## config.mk

```make
export PLATFORM = sky130hd
export DESIGN_NAME = sram_b4_core
export DESIGN_NICKNAME = d
export VERILOG_FILES = /design/src/rtl/sqb4_pkg.sv /design/src/rtl/sqb4_burst_seq.sv /design/src/rtl/sqb4_lane.sv /design/src/rtl/sram_b4_core.sv
export SDC_FILE = /design/constraint.sdc
export NUM_CORES = 1
export LEC_CHECK = 0
export ABC_CLOCK_PERIOD_IN_PS = 2900
export BUFFER_PORTS_ARGS = -buffer_cell sky130_fd_sc_hd__buf_2
export CELL_PAD_IN_SITES_DETAIL_PLACEMENT = 1
export CELL_PAD_IN_SITES_GLOBAL_PLACEMENT = 1
export CORE_ASPECT_RATIO = 2
export CORE_MARGIN = 2
export CORE_UTILIZATION = 45
export DETAILED_ROUTE_END_ITERATION = 6
export PLACE_DENSITY_LB_ADDON = 0.1
export SLEW_MARGIN = 10
export SYNTH_ARGS = -nofsm -noshare
export SYNTH_HDL_FRONTEND = slang
export SYNTH_SLANG_ARGS = --single-unit
```

## constraint.sdc

```tcl
create_clock -name clk -period 2.9 [get_ports clk]
set_input_delay 0.435 -clock clk [delete_from_list [all_inputs] [get_ports clk]]
set_output_delay 0.435 -clock clk [all_outputs]
set_load 0.03 [all_outputs]
```

## src/rtl/sqb4_pkg.sv

```systemverilog
package sqb4_pkg;

    localparam int BYTE_W  = 9;
    localparam int BEAT_W  = 2;
    localparam logic [BEAT_W-1:0] LAST_BEAT = 2'd3;

    typedef logic [BEAT_W-1:0] beat_t;

    typedef enum logic {
        SEQ_IDLE = 1'b0,
        SEQ_RUN  = 1'b1
    } seq_state_e;

    // choose the freshly written byte over the stored one
    function automatic logic [BYTE_W-1:0] fwd_pick(
        input logic              hit,
        input logic [BYTE_W-1:0] fresh,
        input logic [BYTE_W-1:0] stored
    );
        return hit ? fresh : stored;
    endfunction

endpackage

```

## src/rtl/sqb4_burst_seq.sv

```systemverilog
module sqb4_burst_seq
    import sqb4_pkg::*;
#(
    parameter int IDX_W = 4
) (
    input  logic               clk,
    input  logic               rst,
    input  logic               req,
    input  logic [IDX_W-1:0]   idx,
    output logic               accept,
    output logic               beat_vld,
    output logic [IDX_W+1:0]   beat_word,
    output logic               rej_q
);

    seq_state_e        state_q;
    beat_t             cnt_q;
    logic [IDX_W-1:0]  base_q;
    logic              last_beat;

    assign last_beat = (state_q == SEQ_RUN) && (cnt_q == LAST_BEAT);
    assign accept    = req && ((state_q == SEQ_IDLE) || last_beat);
    assign beat_vld  = (state_q == SEQ_RUN);
    assign beat_word = {base_q, cnt_q};

    always_ff @(posedge clk) begin
        if (rst) begin
            state_q <= SEQ_IDLE;
            cnt_q   <= '0;
            base_q  <= '0;
            rej_q   <= 1'b0;
        end else begin
            rej_q <= req && !accept;
            if (accept) begin
                state_q <= SEQ_RUN;
                cnt_q   <= '0;
                base_q  <= idx;
            end else if (state_q == SEQ_RUN) begin
                cnt_q <= cnt_q + 2'd1;
                if (last_beat) begin
                    state_q <= SEQ_IDLE;
                end
            end
        end
    end

endmodule

```

## src/rtl/sqb4_lane.sv

```systemverilog
module sqb4_lane
    import sqb4_pkg::*;
#(
    parameter int AW = 6
) (
    input  logic              clk,
    input  logic              we,
    input  logic [AW-1:0]     waddr,
    input  logic [BYTE_W-1:0] wd,
    input  logic              re,
    input  logic [AW-1:0]     raddr,
    output logic [BYTE_W-1:0] rq
);

    localparam int WORDS = 1 << AW;

    logic [BYTE_W-1:0] mem [WORDS];
    logic              same_word;

    assign same_word = we && (waddr == raddr);

    always_ff @(posedge clk) begin
        if (we) begin
            mem[waddr] <= wd;
        end
        if (re) begin
            rq <= fwd_pick(same_word, wd, mem[raddr]);
        end
    end

endmodule

```

## src/rtl/sram_b4_core.sv

```systemverilog
module sram_b4_core
    import sqb4_pkg::*;
#(
    parameter int BYTES = 2,
    parameter int DEPTH = 64,
    localparam int DW    = BYTES * BYTE_W,
    localparam int AW    = $clog2(DEPTH),
    localparam int IDX_W = AW - BEAT_W
) (
    input  logic              clk,
    input  logic              rst,
    input  logic              rd_req,
    input  logic [IDX_W-1:0]  rd_idx,
    input  logic              wr_req,
    input  logic [IDX_W-1:0]  wr_idx,
    input  logic [DW-1:0]     wr_data,
    input  logic [BYTES-1:0]  wr_be,
    output logic              rd_valid,
    output logic [DW-1:0]     rd_data,
    output logic              rd_err,
    output logic              wr_err
);

    logic           rd_accept, wr_accept;
    logic           rd_run, wr_run;
    logic           rbeat, wbeat;
    logic [AW-1:0]  rd_word, wr_word;

    sqb4_burst_seq #(.IDX_W(IDX_W)) u_rd_seq (
        .clk       (clk),
        .rst       (rst),
        .req       (rd_req),
        .idx       (rd_idx),
        .accept    (rd_accept),
        .beat_vld  (rd_run),
        .beat_word (rd_word),
        .rej_q     (rd_err)
    );

    sqb4_burst_seq #(.IDX_W(IDX_W)) u_wr_seq (
        .clk       (clk),
        .rst       (rst),
        .req       (wr_req),
        .idx       (wr_idx),
        .accept    (wr_accept),
        .beat_vld  (wr_run),
        .beat_word (wr_word),
        .rej_q     (wr_err)
    );

    assign rbeat = rd_run && !rst;
    assign wbeat = wr_run && !rst;

    for (genvar j = 0; j < BYTES; j++) begin : g_lane
        sqb4_lane #(.AW(AW)) u_lane (
            .clk   (clk),
            .we    (wbeat && wr_be[j]),
            .waddr (wr_word),
            .wd    (wr_data[j*BYTE_W +: BYTE_W]),
            .re    (rbeat),
            .raddr (rd_word),
            .rq    (rd_data[j*BYTE_W +: BYTE_W])
        );
    end

    always_ff @(posedge clk) begin
        if (rst) begin
            rd_valid <= 1'b0;
        end else begin
            rd_valid <= rbeat;
        end
    end

endmodule

```

# Word-level counts from Yosys, hierarchy flattened
# Memory sizes are Yosys's and may differ from the RTL's. A register that Yosys moved wholly into a read port is not among the register bits.
# Index checks and enable logic that the tools add are counted.
# Widths: inputs -> output; s select.
dict set report totals {
  reg_bits 17
  ram_bits 1152
  input_bits 32
  output_inout_bits 21
  elab_cells 44
  mem_count 2
}
dict set report op_classes {
  n_addsub 2
  n_eq_ne 2
  mux 10
  n_bitwise 2
  n_reduce_logical 17
}
# memory words word_bits read_ports rd_clocked_by_memory_dff write_ports line
set memory_table {}
lappend memory_table {{g_lane[0].u_lane.mem} 64 9 1 1 1 sqb4_lane.sv:17} ;# logic [BYTE_W-1:0] mem [WORDS];
lappend memory_table {{g_lane[1].u_lane.mem} 64 9 1 1 1 sqb4_lane.sv:17}
# op n
set ops {}
lappend ops {{$logic_and 1x1->1} 10}
lappend ops {{$mux 1} 10}
lappend ops {{$add 2x1->2 const B} 2}
lappend ops {{$eq 2x2->1 const B} 2}
lappend ops {{$reduce_or 2->1} 2}
lappend ops {{$logic_not 1->1} 3}
lappend ops {{$logic_or 1x1->1} 2}
lappend ops {{$not 1->1} 2}

# Logic depth before layout (Yosys ltp)
# Gate-level depths: netlist of run 1.
dict set report logic_depth {
  depth_word 6
  ltp_mapped 10
  ltp_nobuf 5
}

# Modules after synthesis
# Synthesis of run 1 repeated with hierarchy kept, for this count alone.
dict set report hier_totals {
  hier_cells 2643
  hier_area_um2 46920.0
}
# mod n_inst cells_each area_each_um2
set by_module_without_submodules {}
lappend by_module_without_submodules {sqb4_lane 2 1283 23075.9}
lappend by_module_without_submodules {sqb4_burst_seq 2 36 359.1}
lappend by_module_without_submodules {sram_b4_core 1 5 50.0}

# Least setup slack after synthesis of run 1
# Ideal clock, no wire load.
dict set report synth_path {
  kind {flip-flop to flip-flop}
  startpoint {reg u_rd_seq.cnt_q[0]}
  endpoint {reg g_lane[0].u_lane.rq[0] (read register of g_lane[0].u_lane.mem) (data pin)}
  setup_ps 257
  arrival_ps 2216
  required_time_ps 2643
  setup_slack_ps 427
  stages_incl_launch_ff 9
  n_path_buf 4
  period_less_slack_ps 2473
  cell_sequence {dfxtp_1 -> buf_4 -> buf_4 -> buf_4 -> buf_2 -> mux4_2 -> nand2_1 -> o211ai_1 -> a32o_1}
}
# item line
set synth_rtl {}
lappend synth_rtl {{from (decl)} sqb4_burst_seq.sv:17} ;# beat_t cnt_q;
lappend synth_rtl {{from (signal assigned)} sqb4_burst_seq.sv:39} ;# cnt_q <= cnt_q + 2'd1;
lappend synth_rtl {{to (decl)} sqb4_lane.sv:12} ;# output logic [BYTE_W-1:0] rq

==> key figures, run 1 <==
Place
  • Place WS: -0.398 ns
  • Cell total after placement: 3993
  • HPWL after DPL: 90300 µm
  • GP Congestion: 0.864
  • I/O Buffers: 52

Global routing
  • First-pass GRT wire length: 192000 µm
  • GRT Overall Usage: 0.256
  • Gr ovfl total: 0
  • Largest net degree at the start of global routing: 66
  • Initial antenna violation count: 18
  • Via count of the first global-routing pass: 26865

Critical path
  • Critical path endpoint category: register
  • Startpoint Class: register
  • Critical path arrival: 3.32 ns
  • Crit path kind: reg -> reg
  • Worst Path Required: 3.36 ns
  • Crit path top cell by count: buf_4
  • Worst-path cell chain: buf_4 -> buf_4 -> mux2_2 -> o22ai_1 -> nor4_1 -> or4_1 -> a32o_1
  • Critical path peak fanout: 17
  • Critical R2R Launch: u_rd_seq.base_q[0]
  • RR Endpoint: g_lane[0].u_lane.rq[6]
  • Crit path from: u_rd_seq.base_q[0]
  • CP endpoint: g_lane[0].u_lane.rq[6]
  • Worst r2r path cells: 7
  • Critical-path top delay cell: or4_1
  • Reg2Reg Setup Slack: 0.04 ns
  • Slowest stage delay, CP: 0.59 ns

Synth
  • Yosys reg bits: 1187
  • Syn_area_per_cell: 19.1 µm²
  • Synth Area in Simple Gates: 0.0443
  • Mux share of post-synthesis cell area: 0.135
  • Sequential-to-total area share from yosys stat: 0.764
  • Number of flops mapped to enable cells by yosys: 1170
  • Post-synthesis cell type count: 55
  • Synthesized cell area: 0.0464 mm²
  • Synth Area in Compound Gates: 0.0384
  • Post-synth top area share: 0.757
  • Synth area leaders: edfxtp_1 76%, mux4_2 7.3%, mux2_2 3.7%
  • Synth area leader: edfxtp_1
  • Synth Instances: 2436
  • Post-Synth XOR/XNOR Area: 0.00113
  • Post-synthesis adder-cell area fraction: 0.000539
  • Async S/R FF share, synth: 0
  • Mapped Nets: 2470
  • Main synth FF type: edfxtp_1
  • Synth Warn #: 0
  • Main combinational cell family by area after synthesis: multiplexers

Timing
  • Slew margin rel.: 0.335
  • Final Max Slew Viols: 0
  • Max Clock Freq: 350 MHz
  • Hold Vio Cnt, Final: 0
  • Post-route clock period utilization: 0.985
  • Fin crit period: 2.86 ns
  • Fin Setup TNS: 0 ns
  • PnR worst setup slack: 0.0426 ns
  • RSZ-0062 raised after global routing: yes
  • Setup Viol. Count Final: 0
  • Post-route clock skew: 0.0285 ns
  • Slew @ Worst Pin: 0.997 ns

Clocking
  • Root buf cell: clkbuf_16
  • Clock buffer count from CTS: 102
  • H-tree depth: 3
  • Clk buf depth: 3
  • CTS tree: yes
  • CTS Sinks: 1187
  • Skew-Pair Late Insertion Delay: 0.71 ns
  • Clock slew at reported path FFs: 0.07 ns

Worst hold path
  • Worst min path class: in -> reg
  • Worst Hold Depth: 3

Pwr
  • Leak: 0.0172 µW
  • Worst-case vdd ir drop: 0.604 mV
  • Total power: 35100 µW
  • PD cells: 650 mW/mm²

Final layout
  • Final core utilization: 0.527
  • Fin cells: 4202
  • Layout cells sized above 1: 0.294
  • Final #Nets: 2801
  • Commonest non-fill, non-tap cell in the layout: edfxtp_1
  • Synthesis-to-finish area growth: 16.1%
  • Most frequent cells in the layout: 1170 x edfxtp_1, 282 x buf_4, 167 x nor2_1, 151 x mux4_2, 151 x mux2_2

Die
  • Row count: 166
  • Die footprint: 0.106 mm²
  • Chip height: 458 µm
  • Initial Utilization: 0.453
  • Core ar.: 0.102 mm²
  • Die X: 231 µm
  • # IOs: 53

Detailed routing
  • Via total after detailed routing: 24500
  • Initial drt markers: 1845
  • Routed wire per std cell: 31.6 µm
  • DRT antenna net count: 0
  • Post-Route WL: 133000 µm
  • # DRC: 0
  • TritonRoute pass-1 iters: 5
  • Vias per cell: 5.83

Status
  • Status: finished clean

Job
  • Max Cap Viol: 0
==> kinds of logic (layout without fill, tap and decap cells) <==
| kind of cell | after synthesis | count (layout) |
|---|---|---|
| compound gates | 258 | 258 |
| xor+xnor | 6 | 6 |
| fa+ha+maj | 2 | 2 |
| buf+inv | 157 | 571 |
| flops | 1187 | 1187 |
| mux | 415 | 415 |
| other cells | 0 | 8 |
| simple gates | 411 | 411 |
==> cell usage after synthesis (5+ instances only) <==
cell type	n
a221oi_1	9
or4_1	25
buf_6	7
nand3b_1	5
a32o_1	9
o31ai_1	9
a211oi_1	38
and3_1	7
xnor2_1	6
a31oi_1	10
inv_1	7
buf_2	60
o21ai_0	14
nand2_1	61
a221o_1	9
edfxtp_1	1170
nor3_1	16
dfxtp_1	17
nand2b_1	19
mux4_2	151
nor2b_1	43
a21oi_1	23
o211ai_1	8
nor2_1	169
o22ai_1	84
mux2i_1	112
nor4_1	28
mux2_2	151
a22oi_1	35
nand3_1	14
clkbuf_1	53
buf_1	11
buf_4	19
==> final cells by class <==
class,count,area [µm²]
Antenna cell,8,20.0
Clock buffer,134,2750
Clock inverter,53,587
Fill cell,9211,48500
Inverter,7,26.3
Multi-Input combinational cell,1092,10200
Sequential cell,1187,35500
Tap cell,1344,1680
Timing Repair Buffer,377,3150
==> per-layer routing <==
layer	part of all wire	global-route usage	routed length (µm)	vias to the layer above
met5	0.00066	0	87	-
met4	0.052	0.125	6880	16
met3	0.039	0.0340	5130	229
met2	0.55	0.479	73300	557
met1	0.36	0.282	47300	13150
li1	-	-	-	10548
==> where the power goes <==
part | total (µW) | switching (µW) | internal, µW
logic | 2150 | 1320 | 829
clock network | 14000 | 6160 | 7810
registers | 19000 | 68.3 | 18900
total | 35100 | 7550 | 27500
==> how the worst min path moves through the flow <==
stage                            startpoint                 end  slack [ns]
after detailed placement  u_rd_seq.beat_vld   u_rd_seq.beat_vld        0.59
after global placement    u_rd_seq.beat_vld   u_rd_seq.beat_vld        0.56
after CTS                            rd_req   u_rd_seq.beat_vld       0.009
final                                rd_req   u_rd_seq.beat_vld        0.05
after floorplan           u_rd_seq.beat_vld            rd_valid        0.50
after global routing              rd_idx[0]  u_rd_seq.base_q[0]        0.05
==> metrics by stage <==
step           area (µm²)  hold WS (ns)
3_3_place_gp        50400         0.556
2_1_floorplan       46400         0.503
5_1_grt             53900        0.0490
4_1_cts             53900       0.00903
3_5_place_dp        50400         0.588
6_report            53900        0.0546
==> worst max-delay path, delay by kind of cell, from the launching register on <==
family          cells  cell delay, ns
flops               1            0.48
compound gates      2            0.56
mux                 1            0.37
buf+inv             2            0.46
simple gates        2            0.71
==> timing repair <==
| item | 4_1_cts | 5_1_grt |
|---|---|---|
| setup buffers | 8 | 0 |
| pin swaps | 0 | 1 |
| gates resized for setup | 13 | 4 |
| hold endpoints to repair | 6 | 0 |
| hold buffers | 6 | 0 |
| setup endpoints to repair | 16 | 4 |
==> registers in the layout, summed over array words and instances (netlist names) <==
name	flops
rd_valid	1
u_wr_seq.rej_q	1
u_rd_seq.cnt_q	2
u_wr_seq.beat_vld	1
u_rd_seq.beat_vld	1
u_wr_seq.cnt_q	2
u_rd_seq.base_q	4
g_lane.u_lane.rq	18
u_wr_seq.base_q	4
g_lane.u_lane.mem	1152
u_rd_seq.rej_q	1
Power figures use the tool's default switching activity.
==> run 2, diff against run 1 <==
==> constraint.sdc (replaced) <==
create_clock -name clk -period 2.9 [get_ports clk]
set_input_delay 0.145 -clock clk [delete_from_list [all_inputs] [get_ports clk]]
set_output_delay 0.145 -clock clk [all_outputs]
set_load 0.03 [all_outputs]
==> run 2 against run 1 <==
Effect of this change:
- maximum frequency increased by 0.17%
- power increased by 1.6%
- hold slack improved by 0.015 ns
- global-route usage decreased by 0.16 points
- sequential power about the same
- combinational power about the same
- die area unchanged
- setup slack improved by 0.0048 ns
- largest power group unchanged
==> key figures, run 2 (synthesized netlist as in run 1, its figures left out) <==
Status
  • Status: finished clean (unchanged)

Clocking
  • Skew-Pair Late Insertion Delay: 0.72 ns (was 0.71 ns)
  • Clock buffer count from CTS: 104 (was 102)
  • H-tree depth: 3 (unchanged)
  • Clk buf depth: 3 (unchanged)
  • Root buf cell: clkbuf_16 (unchanged)
  • CTS tree: yes (unchanged)
  • CTS Sinks: 1187 (unchanged)
  • Clock slew at reported path FFs: 0.07 ns (about the same)

Timing
  • Hold Vio Cnt, Final: 0 (unchanged)
  • Fin crit period: 2.85 ns (was 2.86 ns)
  • Setup Viol. Count Final: 0 (unchanged)
  • Slew margin rel.: 0.235 (was 0.335)
  • Post-route clock period utilization: 0.984 (was 0.985)
  • Fin Setup TNS: 0 ns (unchanged)
  • Slew @ Worst Pin: 1.15 ns (was 0.997 ns)
  • PnR worst setup slack: 0.0474 ns (was 0.0426 ns)
  • Post-route clock skew: 0.0204 ns (was 0.0285 ns)
  • Final Max Slew Viols: 0 (unchanged)
  • Max Clock Freq: 351 MHz (was 350 MHz)

Final layout
  • Biggest register: g_lane.u_lane.mem (unchanged)
  • Commonest non-fill, non-tap cell in the layout: edfxtp_1 (unchanged)
  • Synthesis-to-finish area growth: 17.2% (was 16.1%)
  • Final #Nets: 2831 (was 2801)
  • Layout cells sized above 1: 0.304 (was 0.294)
  • Fin cells: 4240 (was 4202)
  • Most frequent cells in the layout: 1170 x edfxtp_1, 296 x buf_4, 167 x nor2_1, 151 x mux4_2, 151 x mux2_2 (was 1170 x edfxtp_1, 282 x buf_4, 167 x nor2_1, 151 x mux4_2, 151 x mux2_2)
  • Max FFs per register: 1152 (unchanged)
  • Biggest regs: g_lane.u_lane.mem x1152, g_lane.u_lane.rq x18 (unchanged)

Detailed routing
  • Routed wire per std cell: 31.1 µm (was 31.6 µm)
  • Vias per cell: 5.78 (was 5.83)
  • # DRC: 0 (unchanged)
  • Post-Route WL: 132000 µm (was 133000 µm)
  • DRT antenna net count: 0 (unchanged)
  • Initial drt markers: 1739 (was 1845)
  • Via total after detailed routing: 24488 (was 24500)
  • TritonRoute pass-1 iters: 7 (was 5)

Die
  • Chip height: 458 µm (unchanged)
  • Core ar.: 0.102 mm² (unchanged)
  • Die X: 231 µm (unchanged)
  • # IOs: 53 (unchanged)
  • Die footprint: 0.106 mm² (unchanged)
  • Row count: 166 (unchanged)
  • Initial Utilization: 0.453 (unchanged)

Place
  • Place WS: -0.719 ns (was -0.398 ns)
  • GP Congestion: 0.837 (was 0.864)
  • Cell total after placement: 3998 (was 3993)
  • I/O Buffers: 52 (unchanged)
  • HPWL after DPL: 90300 µm (about the same)

Pwr
  • Total power: 35600 µW (was 35100 µW)
  • Leak: 0.0175 µW (was 0.0172 µW)
  • Worst-case vdd ir drop: 0.547 mV (was 0.604 mV)
  • PD cells: 655 mW/mm² (was 650 mW/mm²)

Critical path
  • Worst r2r path cells: 7 (unchanged)
  • RR Endpoint: g_lane[0].u_lane.rq[5] (was g_lane[0].u_lane.rq[6])
  • Critical path peak fanout: 8 (was 17)
  • Worst-path cell chain: buf_4 -> buf_4 -> mux2i_2 -> o22ai_1 -> or4_1 -> or4_1 -> a32o_1 (was buf_4 -> buf_4 -> mux2_2 -> o22ai_1 -> nor4_1 -> or4_1 -> a32o_1)
  • Critical path arrival: 3.32 ns (about the same)
  • Slowest stage delay, CP: 0.60 ns (was 0.59 ns)
  • Reg2Reg Setup Slack: 0.05 ns (was 0.04 ns)
  • Critical-path top delay cell: or4_1 (unchanged)
  • Delay-heaviest family, CP: simple AND/OR/NAND/NOR gates (unchanged)
  • Startpoint Class: register (unchanged)
  • Critical R2R Launch: u_rd_seq.base_q[0] (unchanged)
  • Worst Path Required: 3.36 ns (about the same)
  • Critical path endpoint category: register (unchanged)
  • Buf+Inv Stages, Crit Path: 2 (unchanged)
  • Crit path kind: reg -> reg (unchanged)

Global routing
  • First-pass GRT wire length: 191000 µm (was 192000 µm)
  • Initial antenna violation count: 14 (was 18)
  • Via count of the first global-routing pass: 26564 (was 26865)
  • GRT Overall Usage: 0.254 (was 0.256)
  • Largest net degree at the start of global routing: 66 (unchanged)
  • Gr ovfl total: 0 (unchanged)

Worst hold path
  • Hold EP: g_lane[1].u_lane.mem[60][2] (was u_rd_seq.beat_vld)
  • Startpoint of the worst hold path: wr_data[11] (was rd_req)
  • Worst Hold Depth: 1 (was 3)
  • Worst min path class: in -> reg (unchanged)

Job
  • Max Cap Viol: 0 (unchanged)
## run 2: per-stage QoR
step | area, µm² | hold slack, ns | util
global route | 54400 | 0.0658 | 0.531
finish | 54400 | 0.0700 | 0.531
global placement | 50400 | 0.377 | 0.492
floorplan | 46400 | 0.244 | -
detailed placement | 50400 | 0.396 | 0.492
CTS | 54300 | 0.0280 | 0.530
## run 2: timing repair
action	4_1_cts	5_1_grt
pin swaps	0	2
hold endpoints to repair	178	0
hold buffers	25	0
setup buffers	8	3
cloned	0	1
gates resized for setup	24	7
setup endpoints to repair	12	8
## run 2: worst max-delay path by stage
stage	from	endpoint	slack, ns	cells past startpoint
5_1_grt	u_rd_seq.base_q[0]	g_lane[0].u_lane.rq[5]	-0.01	7
3_3_place_gp	u_rd_seq.base_q[0]	g_lane[1].u_lane.rq[1]	-0.70	9
6_report	u_rd_seq.base_q[0]	g_lane[0].u_lane.rq[5]	0.05	7
3_5_place_dp	u_rd_seq.base_q[0]	g_lane[1].u_lane.rq[1]	-0.72	9
2_1_floorplan	u_rd_seq.cnt_q[0]	g_lane[0].u_lane.rq[0]	0.43	8
4_1_cts	u_rd_seq.base_q[0]	g_lane[1].u_lane.rq[1]	-0.01	9
## run 2: report_power, final
part	internal (µW)	total [µW]	switching, µW
clock network	8160	14500	6360
logic	844	2170	1320
registers	18900	19000	71.5
total	27900	35600	7750
## run 2: area by class of cell
type	instances	area, µm²
clock inverter	68	733
inverter	7	26.3
tap	1344	1680
clock buffer	128	2810
antenna	9	22.5
fill	9207	48000
multi-input combinational	1092	10300
sequential	1187	35500
timing repair buffer	405	3360
## run 2: per-layer routing
layer	GRT usage	wire length (µm)
met5	0	64
met2	0.473	72800
met4	0.113	6650
met3	0.0341	4710
met1	0.287	47800
==> run 3, diff against run 2 <==
Settings changed: ABC_CLOCK_PERIOD_IN_PS 2900 to 3600, CORE_ASPECT_RATIO 2 to unset.
Clock period 2.9 ns to 3.6 ns, I/O delays scaled along.
==> run 3 against run 2 <==
Effect of this change:
- wire length shrank 6.4%
- setup slack improved by 0.052 ns
- sequential power shrank 19%
- maximum frequency down 19%
- clock skew increased by 0.0083 ns
- cell count is 2.4% lower
- via count decreased by 1.7%
- combinational power is 28% lower
- global-route usage decreased by 1.9 points
- clock-buffer cell count increased by 28
- first-iteration DRC count grew 27%
- sequential share of layout area grew 1.3 points
==> key figures, run 3 (synthesized netlist as in run 1, its figures left out) <==
Status
  • Status: finished clean (unchanged)

Detailed routing
  • Via total after detailed routing: 24069 (was 24488)
  • Initial drt markers: 2213 (was 1739)
  • # DRC: 0 (unchanged)
  • Post-Route WL: 124000 µm (was 132000 µm)
  • Vias per cell: 5.81 (was 5.78)
  • DRT antenna net count: 0 (unchanged)
  • Routed wire per std cell: 29.9 µm (was 31.1 µm)
  • TritonRoute pass-1 iters: 6 (was 7)

Timing
  • Setup Viol. Count Final: 0 (unchanged)
  • Max Clock Freq: 286 MHz (was 351 MHz)
  • Post-route clock skew: 0.0287 ns (was 0.0204 ns)
  • RSZ-0062 raised after global routing: no
  • Min Hold Slack: 0.121 ns (was 0.0700 ns)
  • Hold Vio Cnt, Final: 0 (unchanged)
  • Fin crit period: 3.50 ns (was 2.85 ns)
  • Fin Setup TNS: 0 ns (unchanged)
  • Final Max Slew Viols: 0 (unchanged)
  • Slew @ Worst Pin: 1.23 ns (was 1.15 ns)
  • Slew margin rel.: 0.178 (was 0.235)
  • Post-route clock period utilization: 0.972 (was 0.984)

Clocking
  • CTS tree: yes (unchanged)
  • Clock slew at reported path FFs: 0.06 ns (was 0.07 ns)
  • Post CTS Setup Buffer Count: 0 (was 8)
  • Root buf cell: clkbuf_16 (unchanged)
  • H-tree depth: 3 (unchanged)
  • CTS Sinks: 1187 (unchanged)
  • Clock buffer count from CTS: 121 (was 104)
  • Skew-Pair Late Insertion Delay: 0.71 ns (was 0.72 ns)
  • Clk buf depth: 3 (unchanged)

Pwr
  • PD cells: 546 mW/mm² (was 655 mW/mm²)
  • Total power: 29100 µW (was 35600 µW)
  • Clk pwr share: 0.421 (was 0.407)
  • Sw Share: 0.213 (was 0.217)
  • Net Sw Power: 6190 µW (was 7750 µW)
  • Leak: 0.0168 µW (was 0.0175 µW)
  • Int Pwr: 22900 µW (was 27900 µW)
  • Combinational fraction of design power: 0.053 (was 0.061)
  • Worst-case vdd ir drop: 0.421 mV (was 0.547 mV)
  • Sequential share of power: 0.525 (was 0.532)

Global routing
  • Via count of the first global-routing pass: 25238 (was 26564)
  • GRT Overall Usage: 0.235 (was 0.254)
  • Initial antenna violation count: 9 (was 14)
  • Gr ovfl total: 0 (unchanged)
  • First-pass GRT wire length: 180000 µm (was 191000 µm)
  • Largest net degree at the start of global routing: 66 (unchanged)

Die
  • Die X: 325 µm (was 231 µm)
  • Core ar.: 0.102 mm² (about the same)
  • Die footprint: 0.106 mm² (about the same)
  • Initial Utilization: 0.455 (was 0.453)
  • # IOs: 53 (unchanged)
  • Chip height: 325 µm (was 458 µm)
  • Row count: 117 (was 166)

Final layout
  • Biggest regs: g_lane.u_lane.mem x1152, g_lane.u_lane.rq x18 (unchanged)
  • Commonest non-fill, non-tap cell in the layout: edfxtp_1 (unchanged)
  • Synthesis-to-finish area growth: 14.8% (was 17.2%)
  • Final #Nets: 2706 (was 2831)
  • Most frequent cells in the layout: 1170 x edfxtp_1, 184 x buf_4, 167 x nor2_1, 151 x mux4_2, 151 x mux2_2 (was 1170 x edfxtp_1, 296 x buf_4, 167 x nor2_1, 151 x mux4_2, 151 x mux2_2)
  • Final core utilization: 0.522 (was 0.531)
  • Biggest register: g_lane.u_lane.mem (unchanged)
  • Layout cells sized above 1: 0.263 (was 0.304)
  • Filler cells: 9204 (was 9207)
  • Max FFs per register: 1152 (unchanged)

Worst hold path
  • Worst min path class: in -> reg (unchanged)
  • Worst Hold Depth: 1 (unchanged)
  • Startpoint of the worst hold path: wr_data[7] (was wr_data[11])
  • Hold EP: g_lane[0].u_lane.mem[44][7] (was g_lane[1].u_lane.mem[60][2])

Critical path
  • Startpoint Class: register (unchanged)
  • Worst r2r path cells: 6 (was 7)
  • Critical R2R Launch: u_rd_seq.base_q[0] (unchanged)
  • RR Endpoint: g_lane[0].u_lane.rq[5] (unchanged)
  • Crit path kind: reg -> reg (unchanged)
  • Critical path peak fanout: 48 (was 8)
  • Worst Path Required: 4.03 ns (was 3.36 ns)
  • Reg2Reg Setup Slack: 0.1 ns (was 0.05 ns)
  • Critical path arrival: 3.93 ns (was 3.32 ns)
  • Critical path endpoint category: register (unchanged)

Place
  • HPWL after DPL: 77900 µm (was 90300 µm)
  • I/O Buffers: 52 (unchanged)
  • GP Congestion: 0.817 (was 0.837)

Job
  • Max Cap Viol: 0 (unchanged)
-- run 3: cell count changes in the layout (fill, tap and decap cells not counted), moves of 7 or more --
cell / previous run / this run
diode_2: 9 / 2
buf_4: 296 / 184
buf_12: 27 / 14
clkbuf_1: 16 / 31
clkbuf_16: 108 / 123
dlygate4sd3_1: 25 / 13
clkinv_1: 17 / 28
-- run 3: worst max-delay path by stage --
| stage | endpoint | slack, ns | startpoint | cells past startpoint |
|---|---|---|---|---|
| final | g_lane[0].u_lane.rq[5] | 0.1 | u_rd_seq.base_q[0] | 6 |
| after global routing | g_lane[0].u_lane.rq[5] | 0.05 | u_rd_seq.base_q[0] | 6 |
| after CTS | g_lane[0].u_lane.rq[5] | 0.11 | u_rd_seq.base_q[0] | 6 |
| after detailed placement | g_lane[0].u_lane.rq[5] | 0.13 | u_rd_seq.base_q[0] | 6 |
| after global placement | g_lane[0].u_lane.rq[5] | 0.16 | u_rd_seq.base_q[0] | 6 |
| after floorplan | g_lane[0].u_lane.rq[0] | 1.13 | u_rd_seq.cnt_q[0] | 8 |
-- run 3: routing by layer --
layer / GRT usage / vias up / wire length, µm
met5: 0 / - / 35
met4: 0.0626 / 6 / 2620
met3: 0.0351 / 172 / 7010
met2: 0.367 / 723 / 57900
met1: 0.347 / 12788 / 56000
li1: - / 10380 / -
-- run 3: power by group through the flow --
stage                     Clock (µW)  Sequential (µW)  Combinational [µW]
final                          12300            15300                1560
after global routing           13000            15300                1660
after CTS                      12500            15300                1570
after detailed placement           0            15600                1560
after global placement             0            15600                1520
after floorplan                    0            15600                 832
-- run 3: final cells by class --
class	instances	area, µm²	share of cell area
flip-flops and latches	1187	35500	0.666
multi-input cells	1092	10200	0.191
clock buffers	156	3220	0.0605
repair buffers	263	2050	0.0385
well taps	1368	1710	0.0321
clock inverters	65	616	0.0116
inverters	7	26.3	0.000493
diodes	2	5.00	0.0000939
-- run 3: metrics by stage --
step	setup WS [ns]	cell area, µm²	cells
6_report	0.0997	53300	4140
5_1_grt	0.0454	53300	4139
4_1_cts	0.108	53300	4136
3_5_place_dp	0.128	49300	3903
3_3_place_gp	0.160	49300	3903
2_1_floorplan	1.13	46400	2436
-- run 3: timing repair --
action,4_1_cts,5_1_grt
hold buffers,12,1
endpoints found under the hold margin,16,16
resized for setup,0,0
-- run 3: worst max-delay path: stages, from the launching register on --
cell     delay, ns
dfxtp_4       0.95
buf_4         0.41
mux2_2        0.37
o22ai_1       0.26
nor4_1        0.12
or4_1         0.74
a32o_1        0.35
